**src/rtl/i2c_rx_pkg.sv**
```systemverilog
package i2c_rx_pkg;

    typedef enum logic [1:0] {
        FR_IDLE,
        FR_ADDR,
        FR_DATA,
        FR_SKIP
    } fr_state_e;

    typedef struct packed {
        logic start;
        logic stop;
        logic scl_rise;
        logic scl_fall;
        logic sda;
    } bus_evt_t;

endpackage

```
**src/rtl/i2c_rx_sync.sv**
```systemverilog
module i2c_rx_sync
    import i2c_rx_pkg::*;
#(
    parameter int STAGES = 2
) (
    input  logic     clk,
    input  logic     rst_n,
    input  logic     scl_i,
    input  logic     sda_i,
    output bus_evt_t evt_o
);
    localparam int LINES = 2;

    logic [LINES-1:0] raw;
    logic [STAGES-1:0] chain_d [LINES];
    logic [STAGES-1:0] chain_q [LINES];
    logic [LINES-1:0]  prev_d, prev_q, now_s;

    assign raw = {sda_i, scl_i};

    for (genvar ln = 0; ln < LINES; ln++) begin : g_line
        always_comb begin
            chain_d[ln] = {chain_q[ln][STAGES-2:0], raw[ln]};
            now_s[ln]   = chain_q[ln][STAGES-1];
            prev_d[ln]  = now_s[ln];
        end

        always_ff @(posedge clk or negedge rst_n) begin
            if (!rst_n) begin
                chain_q[ln] <= '1;
                prev_q[ln]  <= 1'b1;
            end else begin
                chain_q[ln] <= chain_d[ln];
                prev_q[ln]  <= prev_d[ln];
            end
        end
    end

    always_comb begin
        evt_o.sda      = now_s[1];
        evt_o.scl_rise = now_s[0] & ~prev_q[0];
        evt_o.scl_fall = ~now_s[0] & prev_q[0];
        evt_o.start    = now_s[0] & prev_q[0] & prev_q[1] & ~now_s[1];
        evt_o.stop     = now_s[0] & prev_q[0] & ~prev_q[1] & now_s[1];
    end

endmodule

```
**src/rtl/i2c_rx_frame.sv**
```systemverilog
module i2c_rx_frame
    import i2c_rx_pkg::*;
#(
    parameter int ADDR_W = 7
) (
    input  logic              clk,
    input  logic              rst_n,
    input  bus_evt_t          evt_i,
    input  logic [ADDR_W-1:0] own_addr_i,
    input  logic              ack_bit_i,
    output logic              addr_stb_o,
    output logic              byte_stb_o,
    output logic [ADDR_W:0]   byte_o,
    output logic              xmit_o,
    output logic              pull_o,
    output logic              skip_o
);
    localparam int BYTE_W = ADDR_W + 1;
    localparam int CNT_W  = $clog2(BYTE_W + 2);
    localparam logic [CNT_W-1:0] LAST_BIT = CNT_W'(BYTE_W - 1);
    localparam logic [CNT_W-1:0] ACK_BIT  = CNT_W'(BYTE_W);
    localparam logic [CNT_W-1:0] HOLD_CNT = CNT_W'(BYTE_W + 1);

    typedef struct packed {
        fr_state_e         state;
        logic [CNT_W-1:0]  cnt;
        logic [BYTE_W-1:0] shift;
        logic              xmit;
        logic              ackwin;
        logic              ack_addr;
    } frame_t;

    frame_t fr_d, fr_q;
    logic [BYTE_W-1:0] shifted;

    always_comb begin
        fr_d       = fr_q;
        addr_stb_o = 1'b0;
        byte_stb_o = 1'b0;
        shifted    = {fr_q.shift[BYTE_W-2:0], evt_i.sda};

        if (evt_i.start) begin
            fr_d.state  = FR_ADDR;
            fr_d.cnt    = '0;
            fr_d.ackwin = 1'b0;
        end else if (evt_i.stop) begin
            fr_d.state  = FR_IDLE;
            fr_d.cnt    = '0;
            fr_d.ackwin = 1'b0;
        end else begin
            if (evt_i.scl_fall) begin
                if (fr_q.ackwin) begin
                    fr_d.ackwin = 1'b0;
                    if (fr_q.state == FR_ADDR) begin
                        fr_d.state = FR_SKIP;
                    end
                end else if (fr_q.cnt == ACK_BIT &&
                             (fr_q.state == FR_ADDR || fr_q.state == FR_DATA)) begin
                    fr_d.ackwin   = 1'b1;
                    fr_d.ack_addr = (fr_q.state == FR_ADDR);
                end
            end
            if (evt_i.scl_rise && (fr_q.state == FR_ADDR || fr_q.state == FR_DATA)) begin
                if (fr_q.cnt < ACK_BIT) begin
                    fr_d.shift = shifted;
                    fr_d.cnt   = fr_q.cnt + 1'b1;
                    if (fr_q.state == FR_ADDR && fr_q.cnt == LAST_BIT) begin
                        if (shifted[BYTE_W-1:1] == own_addr_i) begin
                            fr_d.xmit = shifted[0];
                        end else begin
                            fr_d.state = FR_SKIP;
                            fr_d.cnt   = '0;
                        end
                    end
                end else if (fr_q.cnt == ACK_BIT) begin
                    if (fr_q.state == FR_ADDR) begin
                        addr_stb_o = 1'b1;
                        if (fr_q.xmit) begin
                            fr_d.cnt = HOLD_CNT;
                        end else begin
                            fr_d.state = FR_DATA;
                            fr_d.cnt   = '0;
                        end
                    end else begin
                        byte_stb_o = 1'b1;
                        fr_d.cnt   = '0;
                    end
                end
            end
        end
    end

    always_ff @(posedge clk or negedge rst_n) begin
        if (!rst_n) begin
            fr_q <= '{state: FR_IDLE, cnt: '0, shift: '0, xmit: 1'b0,
                      ackwin: 1'b0, ack_addr: 1'b0};
        end else begin
            fr_q <= fr_d;
        end
    end

    assign byte_o = fr_q.shift;
    assign xmit_o = fr_q.xmit;
    assign pull_o = fr_q.ackwin & (fr_q.ack_addr | ~ack_bit_i);
    assign skip_o = (fr_q.state == FR_SKIP);

endmodule

```
**src/rtl/i2c_rx_hostbuf.sv**
```systemverilog
module i2c_rx_hostbuf #(
    parameter int BYTE_W = 8
) (
    input  logic              clk,
    input  logic              rst_n,
    input  logic              start_i,
    input  logic              stop_i,
    input  logic              addr_stb_i,
    input  logic              byte_stb_i,
    input  logic [BYTE_W-1:0] byte_i,
    input  logic              stop_mask_i,
    input  logic              rd_stb_i,
    input  logic              irq_clr_i,
    input  logic              stop_clr_i,
    output logic [BYTE_W-1:0] buf_o,
    output logic              full_o,
    output logic              irq_o,
    output logic              stop_o,
    output logic              busy_o,
    output logic              irq_set_o
);
    typedef struct packed {
        logic [BYTE_W-1:0] rbuf;
        logic [BYTE_W-1:0] pend;
        logic              pend_v;
        logic              full;
        logic              irq;
        logic              stop;
        logic              busy;
    } host_t;

    host_t hs_d, hs_q;
    logic  irq_set;

    always_comb begin
        hs_d    = hs_q;
        irq_set = 1'b0;

        if (irq_clr_i)  hs_d.irq  = 1'b0;
        if (stop_clr_i) hs_d.stop = 1'b0;

        if (start_i) hs_d.busy = 1'b1;
        if (stop_i) begin
            hs_d.busy = 1'b0;
            hs_d.stop = 1'b1;
            if (!stop_mask_i) irq_set = 1'b1;
        end
        if (addr_stb_i) irq_set = 1'b1;

        if (rd_stb_i) begin
            if (hs_q.pend_v) begin
                hs_d.rbuf   = hs_q.pend;
                hs_d.pend_v = 1'b0;
                hs_d.full   = 1'b1;
                irq_set     = 1'b1;
            end else begin
                hs_d.full = 1'b0;
            end
        end

        if (byte_stb_i) begin
            if (!hs_d.full) begin
                hs_d.rbuf = byte_i;
                hs_d.full = 1'b1;
            end else begin
                hs_d.pend   = byte_i;
                hs_d.pend_v = 1'b1;
            end
            irq_set = 1'b1;
        end

        if (irq_set) hs_d.irq = 1'b1;
    end

    always_ff @(posedge clk or negedge rst_n) begin
        if (!rst_n) begin
            hs_q <= '0;
        end else begin
            hs_q <= hs_d;
        end
    end

    assign buf_o     = hs_q.rbuf;
    assign full_o    = hs_q.full;
    assign irq_o     = hs_q.irq;
    assign stop_o    = hs_q.stop;
    assign busy_o    = hs_q.busy;
    assign irq_set_o = irq_set;

endmodule

```
**src/rtl/i2c_slave_rx.sv**
```systemverilog
module i2c_slave_rx
    import i2c_rx_pkg::*;
#(
    parameter int ADDR_W      = 7,
    parameter int SYNC_STAGES = 2
) (
    input  logic              clk,
    input  logic              rst_n,
    input  logic [ADDR_W-1:0] own_addr_i,
    input  logic              scl_i,
    input  logic              sda_i,
    output logic              sda_pull_o,
    input  logic              ack_bit_i,
    input  logic              irq_en_i,
    input  logic              stop_irq_mask_i,
    input  logic              rd_stb_i,
    input  logic              irq_clr_i,
    input  logic              stop_clr_i,
    output logic [ADDR_W:0]   rx_data_o,
    output logic              busy_o,
    output logic              xmit_o,
    output logic              full_o,
    output logic              irq_flag_o,
    output logic              stop_flag_o,
    output logic              irq_o
);
    localparam int BYTE_W = ADDR_W + 1;

    bus_evt_t          evt;
    logic              start_w, stop_w, addr_stb_w, byte_stb_w;
    logic              irq_set_w, skip_w;
    logic [BYTE_W-1:0] byte_w;

    i2c_rx_sync #(.STAGES(SYNC_STAGES)) u_sync (
        .clk   (clk),
        .rst_n (rst_n),
        .scl_i (scl_i),
        .sda_i (sda_i),
        .evt_o (evt)
    );

    assign start_w = evt.start;
    assign stop_w  = evt.stop;

    i2c_rx_frame #(.ADDR_W(ADDR_W)) u_frame (
        .clk        (clk),
        .rst_n      (rst_n),
        .evt_i      (evt),
        .own_addr_i (own_addr_i),
        .ack_bit_i  (ack_bit_i),
        .addr_stb_o (addr_stb_w),
        .byte_stb_o (byte_stb_w),
        .byte_o     (byte_w),
        .xmit_o     (xmit_o),
        .pull_o     (sda_pull_o),
        .skip_o     (skip_w)
    );

    i2c_rx_hostbuf #(.BYTE_W(BYTE_W)) u_host (
        .clk         (clk),
        .rst_n       (rst_n),
        .start_i     (start_w),
        .stop_i      (stop_w),
        .addr_stb_i  (addr_stb_w),
        .byte_stb_i  (byte_stb_w),
        .byte_i      (byte_w),
        .stop_mask_i (stop_irq_mask_i),
        .rd_stb_i    (rd_stb_i),
        .irq_clr_i   (irq_clr_i),
        .stop_clr_i  (stop_clr_i),
        .buf_o       (rx_data_o),
        .full_o      (full_o),
        .irq_o       (irq_flag_o),
        .stop_o      (stop_flag_o),
        .busy_o      (busy_o),
        .irq_set_o   (irq_set_w)
    );

    assign irq_o = irq_flag_o & irq_en_i;

endmodule

```
**config.mk**
```make
export PLATFORM = sky130hd
export DESIGN_NAME = i2c_slave_rx
export DESIGN_NICKNAME = d
export VERILOG_FILES = /design/src/rtl/i2c_rx_pkg.sv /design/src/rtl/i2c_rx_sync.sv /design/src/rtl/i2c_rx_frame.sv /design/src/rtl/i2c_rx_hostbuf.sv /design/src/rtl/i2c_slave_rx.sv
export SDC_FILE = /design/constraint.sdc
export NUM_CORES = 1
export LEC_CHECK = 0
export ABC_AREA = 1
export BUFFER_PORTS_ARGS = -buffer_cell sky130_fd_sc_hd__buf_2
export CORE_ASPECT_RATIO = 1.25
export CORE_MARGIN = 2
export CORE_UTILIZATION = 50
export CTS_BUF_LIST = sky130_fd_sc_hd__clkbuf_8 sky130_fd_sc_hd__clkbuf_16
export DETAILED_ROUTE_END_ITERATION = 8
export GPL_TIMING_DRIVEN = 0
export PLACE_DENSITY_LB_ADDON = 0.12
export SYNTH_ARGS = -nofsm -noshare
export SYNTH_HDL_FRONTEND = slang
export SYNTH_HIERARCHICAL = 1
export SYNTH_SLANG_ARGS = --single-unit
```
**constraint.sdc**
```tcl
create_clock -name clk -period 1.9 [get_ports clk]
set_input_delay 0.19 -clock clk [delete_from_list [all_inputs] [get_ports clk]]
set_output_delay 0.19 -clock clk [all_outputs]
set_load 0.005 [all_outputs]
```
======== After elaboration in Yosys (flattened, before gate mapping) ========
Index checks and enable logic that the tools add are counted.
storage, ports and cells
  flip-flop bits (word level) ............. 44
  latch bits .............................. 0
  bits in writable memories ............... 0
  bits in read-only memories .............. 0
  bits of input ports ..................... 17
  output and inout port bits .............. 15
  logic and storage cells ................. 110
  memories ................................ 0
operators by class
  add/subtract/negate cells ............... 1
  multiply operators ...................... 0
  divide/modulo/power cells ............... 0
  order comparisons ....................... 1
  equality and inequality tests ........... 5
  shift operators ......................... 0
  muxes and demuxes ....................... 53
  bitwise gates (word level) .............. 18
  reduce and logical (&&, ||, !) cells .... 15
operators with widths
  cell                                                                    count
  6-bit two-way mux                                                       6
  1-bit two-way mux                                                       29
  8-bit two-way mux                                                       3
  18-bit two-way mux                                                      1
  2-bit two-way mux                                                       9
  9-bit two-way mux                                                       2
  15-bit two-way mux                                                      1
  1-bit AND                                                               9
  4-bit two-way mux                                                       2
  1-bit inverter                                                          8
  7-bit equality test                                                     1
  6-bit AND reduction                                                     1
  2-bit nonzero test                                                      3
  3-bit nonzero test                                                      2
  5-bit AND reduction                                                     1
  4-bit by 1-bit adder with 4-bit output (second input constant)          1
  4-bit by 3-bit equality test with 1-bit output (second input constant)  1
  4-bit equality test (second input constant)                             1
  4-bit less-than comparator (second input constant)                      1
  2-bit AND reduction                                                     2
  4-bit AND reduction                                                     1
  4-bit nonzero test                                                      1
  1-bit logical AND                                                       3
  2-bit by 1-bit equality test with 1-bit output (second input constant)  1
  other kinds (3)                                                         3

======== Longest topological paths before layout ========
Gate-level depths: netlist of run 1.
  depth after elaboration ................. 12
  gate-level depth with buffers ........... 11
  depth with buffers taken out ............ 11

======== Cells and area by module ========
The synthesis of run 1 kept the hierarchy.
modules (own cells, without submodules)
  module          instances  cells an instance  area each (um^2)  sequential area each (um^2)
  i2c_rx_frame    1          134                1106.1            425.4
  i2c_rx_hostbuf  1          128                1104.8            525.5
  i2c_rx_sync     1          18                 206.4             157.7
  i2c_slave_rx    1          2                  7.5               0.0

======== Worst setup path before layout of run 1 ========
OpenSTA, ideal clock, no wires.
  path kind ............................... register -> register
  start ................................... register u_frame/fr_q[15] (netlist bit)
  end ..................................... register u_host.hs_q (netlist bit u_host/buf_o[3])
  library setup time ...................... 0.065 ns
  arrival time ............................ 1.696 ns
  data required time ...................... 1.835 ns
  path slack .............................. 0.139 ns
  stages on the path, launching flop included .. 11
  path buffers ............................ 2
  period minus slack after synthesis ...... 1.761 ns
  cells stage by stage .................... dfrtp_1 -> inv_1 -> ha_1 -> nand2_2 -> nor2_8 -> inv_1 -> nor3_1 -> buf_6 -> buf_2 -> nand4_1 -> nand2_1
RTL lines
  item                    RTL line              source
  from (decl)             i2c_rx_frame.sv:33    frame_t fr_d, fr_q;
  from (signal assigned)  i2c_rx_frame.sv:95    fr_q <= '{state: FR_IDLE, cnt: '0, shift: '0, xmit: 1'b0,
  from (signal assigned)  i2c_rx_frame.sv:98    fr_q <= fr_d;
  to (signal assigned)    i2c_rx_hostbuf.sv:79  hs_q <= hs_d;
  to (decl)               i2c_rx_hostbuf.sv:32  host_t hs_d, hs_q;

==> results.cfg, run 1 <==
[cells_and_area]
fill_cells = 447
antennaDiodeCount = 0
nNetsFinal = 343
syn2layout_area_growth_pct = 16.2
drive_above_1_share = 0.297

[global_routing]
overflow = 0
grt_pass1_vias = 1816
grt_max_degree = 45
grt_usage = 0.188
grt_antenna_before_repair = 0
grt_pass1_wl_um = 7840

[sta]
setup-violations-final = 0
hold_viol_final = 0
min_period_ps = 1770
fin_skew_ps = 9.61
finalMaxSlewViolations = 0
holdWs_ps = 43.1
rsz0062_at_grt = no
relSlewSlack = 0.352
fin_crit_sh = 0.932
tightest_slew_ps = 972
fmax_ghz = 0.565
setup-tns-final_ps = 0

[setup_path]
required_ps = 2130
r2r_cells = 10
critical_path.max_stage_delay_ps = 380
crit_type = reg -> reg
r2r_slack_ps = 130
worstSetupEndpointType = flip-flop
worstReg2RegEnd = u_host/buf_o[3]$_DFF_PN0_
crit_top_cell = inv_1
crit_path_max_fanout = 10
cp_num_buf_inv = 4
slowest_stage = dfrtp_1
start_kind = flip-flop
crit_family = simple AND/OR/NAND/NOR gates
crit_chain = inv_1, ha_1, nand2_2, nor2_8, inv_1, nor3_2, buf_6, buf_4, nand4_1, nand2_1
reg2reg_from = u_frame/fr_q[15]$_DFF_PN0_
crit_arrival_ps = 2000

[detailed_routing]
wl_per_cell_um = 11.4
viasPerCell = 4.76
dr.pass1.iters = 5
drt_iter0_drc = 64
routed_wirelength_um = 4350
drcViolationCount = 0
antenna_left = 0
num_vias = 1822

[place]
place_congestion = 0.862
place_hpwl_um = 3260
place.port_buffers = 30

[synth]
yosysWarnings = 6
syn-instance-count = 280
netlist_area_um2 = 2410
avgSynthCellArea_um2 = 8.60
syn_nets = 301

[cts]
cts-root-buf = clkbuf_8
cts.sink_count = 44
insertion_delay_ps = 300
clkTransAtPathRegs_ps = 90
clock_path_buffers = 2
tritoncts = done
htree_levels = 2
cts_made_buffers = 5

[power]
power_switching_mw = 0.656
p_leak_nw = 1.57
ir_drop_uv = 519
cellPowerDensity_nw_per_um2 = 842
p_seq_frac = 0.491
netSwitchingFraction = 0.278
clkPwrFrac = 0.296
p_int_mw = 1.70
total_power_mw = 2.36
p_comb_frac = 0.214

[die]
die_h_um = 81.6
num_rows = 28
io_pins = 32
start_util = 0.513
core_um2 = 4690
die-area_um2 = 5390
die_w_um = 66.1

[job]
maxCapViolations = 0

[worst_hold_path]
hold_class = in -> async

[status]
outcome = finished, final reports clean
worst max path at each step:
stage | cells after the start | slack [ps] | end | start
after floorplan | 10 | 170 | u_host/buf_o[3]$_DFF_PN0_ | u_frame/fr_q[15]$_DFF_PN0_
after global placement | 10 | -50 | u_host/buf_o[3]$_DFF_PN0_ | u_frame/fr_q[15]$_DFF_PN0_
after detailed placement | 10 | -50 | u_host/buf_o[3]$_DFF_PN0_ | u_sync/chain_q[3]$_DFF_PN1_
after CTS | 7 | 3 | u_frame/byte_o[4]$_DFFE_PN0P_ | u_sync/chain_q[3]$_DFF_PN1_
after global routing | 10 | 20 | u_host/buf_o[3]$_DFF_PN0_ | u_sync/chain_q[3]$_DFF_PN1_
final | 10 | 130 | u_host/buf_o[3]$_DFF_PN0_ | u_frame/fr_q[15]$_DFF_PN0_
per-stage QoR:
| stage | util | cell area (µm²) | setup WS (ps) | instances |
|---|---|---|---|---|
| after floorplan | - | 2410 | 166 | 280 |
| after global placement | 0.561 | 2630 | -47.9 | 370 |
| after detailed placement | 0.561 | 2630 | -52.9 | 370 |
| after CTS | 0.592 | 2780 | 2.59 | 382 |
| after global routing | 0.596 | 2800 | 15.8 | 383 |
| final | 0.596 | 2800 | 130 | 383 |
timing repair:
| action | CTS | global route |
|---|---|---|
| resized for setup | 1 | 4 |
| setup endpoints to repair | 8 | 25 |
| hold buffers | 2 | 0 |
| pin swaps | 0 | 1 |
| setup buffers | 2 | 1 |
| endpoints found under the hold margin | 2 | 0 |
layout by cell type (no fill, tap or decap), types with 4 or more instances in the layout:
cell type,count
buf_2,30
mux2_2,4
nand2_1,79
buf_4,21
nand2_2,4
xnor2_1,5
a21oi_1,6
nor2_1,13
ha_1,4
nand4_1,10
dfstp_2,6
clkbuf_8,5
dfrtp_1,38
nand3_1,23
inv_1,32
buf_6,6
o21ai_1,7
registers in the layout, indices dropped and copies added (netlist names), 2 cells and up:
register,flops
u_frame/fr_q,8
u_host/buf_o,8
u_sync/prev_q,2
u_host/hs_q,9
u_sync/chain_d,2
u_frame/byte_o,8
layer usage:
layer,track usage,routed length [µm],vias to the layer above
li1,-,-,955
met4,0.0816,90,0
met3,0.0397,129,10
met2,0.346,2280,29
met5,0,0,-
met1,0.206,1850,828
power by group through the flow:
stage	logic [mW]	registers (mW)	clock network [mW]
after detailed placement	0.503	1.18	0
after floorplan	0.402	1.15	0
after CTS	0.508	1.16	0.727
after global routing	0.572	1.18	0.770
final	0.504	1.16	0.696
after global placement	0.487	1.17	0
layout make-up:
type / count / area, µm² / area share
Clock buffer: 5 / 68.8 / 0.0246
Sequential cell: 44 / 1110 / 0.396
Multi-Input combinational cell: 177 / 968 / 0.346
Timing Repair Buffer: 35 / 193 / 0.0689
Inverter: 34 / 128 / 0.0456
Buffer: 25 / 218 / 0.0778
Tap cell: 60 / 75.1 / 0.0268
Clock inverter: 3 / 38.8 / 0.0139
(Power assumes the default switching activity.)
==> run 2, diff against run 1 <==
- CELL_PAD_IN_SITES_DETAIL_PLACEMENT: not set -> 1
- CELL_PAD_IN_SITES_GLOBAL_PLACEMENT: not set -> 1
- CORE_UTILIZATION: 50 -> 39
==> results.cfg, run 2 (synthesized netlist as in run 1, its figures left out) <==
[sta]
finalMaxSlewViolations = 0
hold_viol_final = 0
holdWs_ps = 71.8
fmax_ghz = 0.568
setup-violations-final = 0
fin_crit_sh = 0.926
tightest_slew_ps = 1030
relSlewSlack = 0.314
min_period_ps = 1760
rsz0062_at_grt = yes
fin_skew_ps = 6.68

[power]
netSwitchingFraction = 0.295
p_seq_frac = 0.506
ir_drop_uv = 361
power_switching_mw = 0.674
p_leak_nw = 1.59
cellPowerDensity_nw_per_um2 = 804
clkPwrFrac = 0.260
p_comb_frac = 0.234
p_int_mw = 1.61

[worst_hold_path]
hold_class = in -> async

[detailed_routing]
drcViolationCount = 0
wl_per_cell_um = 12.7
antenna_left = 0
routed_wirelength_um = 5200
dr.pass1.iters = 4
viasPerCell = 4.64
num_vias = 1897
drt_iter0_drc = 81

[die]
start_util = 0.396
num_rows = 32
die_h_um = 91.8
core_um2 = 6090
io_pins = 32
die_w_um = 74.3
die-area_um2 = 6820

[cells_and_area]
fill_cells = 742
final_cell_mix = nand2_1 (79), dfrtp_1 (38), inv_1 (32)
antennaDiodeCount = 0
layout_commonest_cell = nand2_1
syn2layout_area_growth_pct = 18.1
regMostFlops = u_host/hs_q
largest_reg_flops = 9
drive_above_1_share = 0.299
final_cell_area_um2 = 2840
nNetsFinal = 344

[global_routing]
grt_pass1_vias = 1917
overflow = 0
grt_pass1_wl_um = 9070
grt_max_degree = 45
grt_antenna_before_repair = 0
grt_usage = 0.174

[status]
outcome = finished, final reports clean

[setup_path]
r2r_slack_ps = 140
cp.depth = 10
crit_path_max_fanout = 10
crit_arrival_ps = 1990
start_kind = flip-flop
critical_path.max_stage_delay_ps = 390
worstSetupEndpointType = flip-flop
required_ps = 2130
crit_chain = inv_1, ha_2, nand3_4, nor2_8, inv_1, nor3_2, buf_6, buf_6, nand4_1, nand2_1
crit_end = u_host/buf_o[4]$_DFF_PN0_
crit_family = simple AND/OR/NAND/NOR gates
slowest_stage = dfrtp_1
cp_num_buf_inv = 4
worstReg2RegEnd = u_host/buf_o[4]$_DFF_PN0_
crit_type = reg -> reg
reg2reg_from = u_frame/fr_q[12]$_DFFE_PN0P_
crit_start = u_frame/fr_q[12]$_DFFE_PN0P_
r2r_cells = 10

[cts]
insertion_delay_ps = 290
cts-root-buf = clkbuf_8
htree_levels = 2
cts.sink_count = 44
clkTransAtPathRegs_ps = 80
clock_path_buffers = 2
cts_made_buffers = 5
tritoncts = done

[job]
maxCapViolations = 0

[place]
place.port_buffers = 30
place_congestion = 0.775
placed_area_um2 = 2660
place_hpwl_um = 3890
[run 2: what timing repair did]
action | CTS | global route
pin swaps | 1 | 3
endpoints found under the setup margin | 16 | 21
hold buffers | 2 | 0
endpoints found under the hold margin | 2 | 0
buffers inserted | 2 | 2
resized for setup | 4 | 7
[run 2: worst min-delay path by stage]
stage | from | end | slack [ps] | depth (start not counted)
finish | rst_n | u_host/irq_o$_DFFE_PN0P_ | 70 | 1
global placement | sda_i | u_sync/chain_d[1]$_DFF_PN1_ | 300 | 1
global route | stop_clr_i | u_host/stop_o$_DFFE_PN0P_ | 70 | 2
CTS | stop_clr_i | u_host/stop_o$_DFFE_PN0P_ | 70 | 2
floorplan | rst_n | u_frame/byte_o[0]$_DFFE_PN0P_ | -110 | 0
detailed placement | sda_i | u_sync/chain_d[1]$_DFF_PN1_ | 300 | 1
[run 2: power groups by stage]
stage	registers (mW)	logic, mW	clock network (mW)
6_report	1.16	0.535	0.594
4_1_cts	1.16	0.526	0.624
5_1_grt	1.18	0.605	0.657
3_3_place_gp	1.18	0.496	0
3_5_place_dp	1.18	0.519	0
2_1_floorplan	1.15	0.402	0
[run 2: layer usage]
layer	vias to the layer above	global-route usage	routed length [µm]
met5	-	0	0
met4	0	0.0595	84
met3	6	0.0297	96
met2	20	0.310	2890
met1	916	0.206	2120
li1	955	-	-
[run 2: final cells by class]
cell class / instances / area [µm²] / area share
plain buffers: 25 / 221 / 0.0779
flip-flops and latches: 44 / 1110 / 0.390
well taps: 85 / 106 / 0.0374
repair buffers: 36 / 200 / 0.0704
multi-input cells: 177 / 990 / 0.348
inverters: 34 / 128 / 0.0449
clock inverters: 2 / 7.51 / 0.00264
clock buffers: 6 / 82.6 / 0.0290
[run 2: metrics by stage]
stage | instances | total power, mW | utilization | TNS (ps) | setup WS (ps)
2_1_floorplan | 280 | 1.55 | - | 0 | 166
3_3_place_gp | 395 | 1.67 | 0.438 | -1390 | -149
3_5_place_dp | 395 | 1.70 | 0.438 | -761 | -103
4_1_cts | 407 | 2.31 | 0.460 | 0 | 31.1
5_1_grt | 409 | 2.44 | 0.467 | -23.7 | -23.5
6_report | 409 | 2.29 | 0.467 | 0 | 140
==> run 3, diff against run 2 <==
- CORE_UTILIZATION: 39 -> 38
- MAX_ROUTING_LAYER: not set -> met4
- SYNTH_HIERARCHICAL: 1 -> not set
==> results.cfg, run 3 <==
[synth]
yosys.area.top_type = dfrtp_1
yosysWarnings = 0
ys_ff_latch = 44
yosysMostFrequentCell = nand2_1
ys_async_sr_fraction = 1.00
synth_edf_count = 0
synthTopCellsByCount = nand2_1 (78), dfrtp_1 (38), inv_1 (34)
ys_seq_area_frac = 0.509
synthTopCellsByArea = dfrtp_1 (44%), nand2_1 (13%), dfstp_2 (7.2%), inv_1 (5.9%), o21ai_0 (3.7%)
syn-instance-count = 261
ys.flop_type = dfrtp_1
synth_cell_types = 30
syn_nets = 283
netlist_area_um2 = 2180
avgSynthCellArea_um2 = 8.35
netlist.area_leader.share = 0.436

[sta]
fin_crit_sh = 0.921
fmax_ghz = 0.571
setup-violations-final = 0
hold_viol_final = 0
fin_skew_ps = 7.13
finalMaxSlewViolations = 0
setup-tns-final_ps = 0
holdWs_ps = 50.3
min_period_ps = 1750
rsz0062_at_grt = no
timing.final.ws_setup_ps = 149
relSlewSlack = 0.337
tightest_slew_ps = 995

[cts]
cts-root-buf = clkbuf_8
tritoncts = done
clock_path_buffers = 2
cts.sink_count = 44
cts_setup_buffers = 0
clkTransAtPathRegs_ps = 80
insertion_delay_ps = 300
htree_levels = 2
cts_made_buffers = 5

[detailed_routing]
wl_per_cell_um = 12.6
num_vias = 1740
routed_wirelength_um = 4610
antenna_left = 0
wl_met1_um = 2010
route.met2.wl_um = 2440
dr.pass1.iters = 2
routed-wl-met3_um = 110
drt_iter0_drc = 50
drcViolationCount = 0
viasPerCell = 4.75
routed.top_layer = met4

[global_routing]
grt_pass1_vias = 1768
grt_pass1_wl_um = 7850
grt_antenna_before_repair = 0
grt_usage = 0.164
overflow = 0
grt_max_degree = 45

[setup_path]
start_kind = flip-flop
worstSetupEndpointType = flip-flop
crit_end = u_host.buf_o[5]$_DFF_PN0_
reg2reg_from = u_frame.fr_q[15]$_DFF_PN0_
crit_arrival_ps = 1940
crit_type = reg -> reg
r2r_slack_ps = 150
crit_start = u_frame.fr_q[15]$_DFF_PN0_
crit_path_max_fanout = 10
worstReg2RegEnd = u_host.buf_o[5]$_DFF_PN0_
r2r_cells = 10
required_ps = 2090

[place]
place_hpwl_um = 3620
placed_area_um2 = 2410
dp_cells = 356
place.port_buffers = 31
place_congestion = 0.808
dp_slack_ps = 154

[die]
num_rows = 30
die-area_um2 = 6360
core_um2 = 5480
io_pins = 32
die_h_um = 88.7
die_w_um = 71.7
start_util = 0.398

[worst_hold_path]
hold_class = in -> async

[cells_and_area]
regArea_um2 = 1110
fill_cells = 693
drive_above_1_share = 0.225
regMostFlops = u_host.hs_q
nNetsFinal = 323
syn2layout_area_growth_pct = 16.1
layout_commonest_cell = nand2_1
final_cell_count_no_fill = 366
final_cell_mix = nand2_1 (77), dfrtp_1 (38), inv_1 (35)
antennaDiodeCount = 0
multi_input_area_um2 = 836
postLayoutCoreUtil = 0.462
largest_reg_flops = 9
final_cell_area_um2 = 2530

[power]
ir_drop_uv = 430
p_leak_nw = 1.32
total_power_mw = 2.55
cellPowerDensity_nw_per_um2 = 1010

[job]
maxCapViolations = 0

[status]
outcome = finished, final reports clean
-- run 3: layer usage --
layer | global-route usage | vias up
met5 | - | -
met4 | 0.0515 | 0
met3 | 0.0342 | 5
met2 | 0.300 | 19
met1 | 0.177 | 817
li1 | - | 899
-- run 3: power by group --
group | total [mW] | internal, mW | leakage [nW] | switching, mW
clock network | 0.608 | 0.290 | 0.0486 | 0.318
registers | 1.29 | 1.13 | 0.572 | 0.160
logic | 0.656 | 0.313 | 0.696 | 0.343
-- run 3: cells by family (layout without fill, tap and decap cells) --
logic type | after synthesis | count (layout) | share of synthesized area
compound gates | 44 | 44 | 0.111
xor+xnor | 1 | 1 | 0.00402
fa+ha+maj | 5 | 5 | 0.0287
buf+inv | 49 | 90 | 0.109
flops | 44 | 44 | 0.509
simple gates | 118 | 118 | 0.239
-- run 3: layout make-up --
| class | instances | area share |
|---|---|---|
| Sequential cell | 44 | 0.438 |
| Tap cell | 64 | 0.0316 |
| Clock buffer | 6 | 0.0326 |
| Multi-Input combinational cell | 168 | 0.330 |
| Inverter | 38 | 0.0593 |
| Clock inverter | 2 | 0.00445 |
| Timing Repair Buffer | 33 | 0.0692 |
| Buffer | 11 | 0.0346 |
-- run 3: how the worst min path moves through the flow --
stage,startpoint,end,depth (start not counted)
after floorplan,rst_n,u_frame.byte_o[0]$_DFFE_PN0P_,0
after global placement,sda_i,u_sync.chain_d[1]$_DFF_PN1_,1
after detailed placement,sda_i,u_sync.chain_d[1]$_DFF_PN1_,1
after CTS,stop_clr_i,u_host.stop_o$_DFFE_PN0P_,2
after global routing,stop_clr_i,u_host.stop_o$_DFFE_PN0P_,2
final,rst_n,u_host.buf_o[3]$_DFF_PN0_,1
-- run 3: critical path: stages (launching register included) --
cell and delay [ps]:
dfrtp_1 400, inv_1 70, ha_1 310, nand3_2 150, inv_4 150, nand3_4 110
clkinv_4 80, nand2_4 80, buf_6 150, nor2_1 90, a31oi_1 50
-- run 3: repair_timing --
action | 4_1_cts | 5_1_grt
hold buffers | 2 | 0
resized for setup | 0 | 1
setup endpoints to repair | 0 | 2
endpoints found under the hold margin | 2 | 0
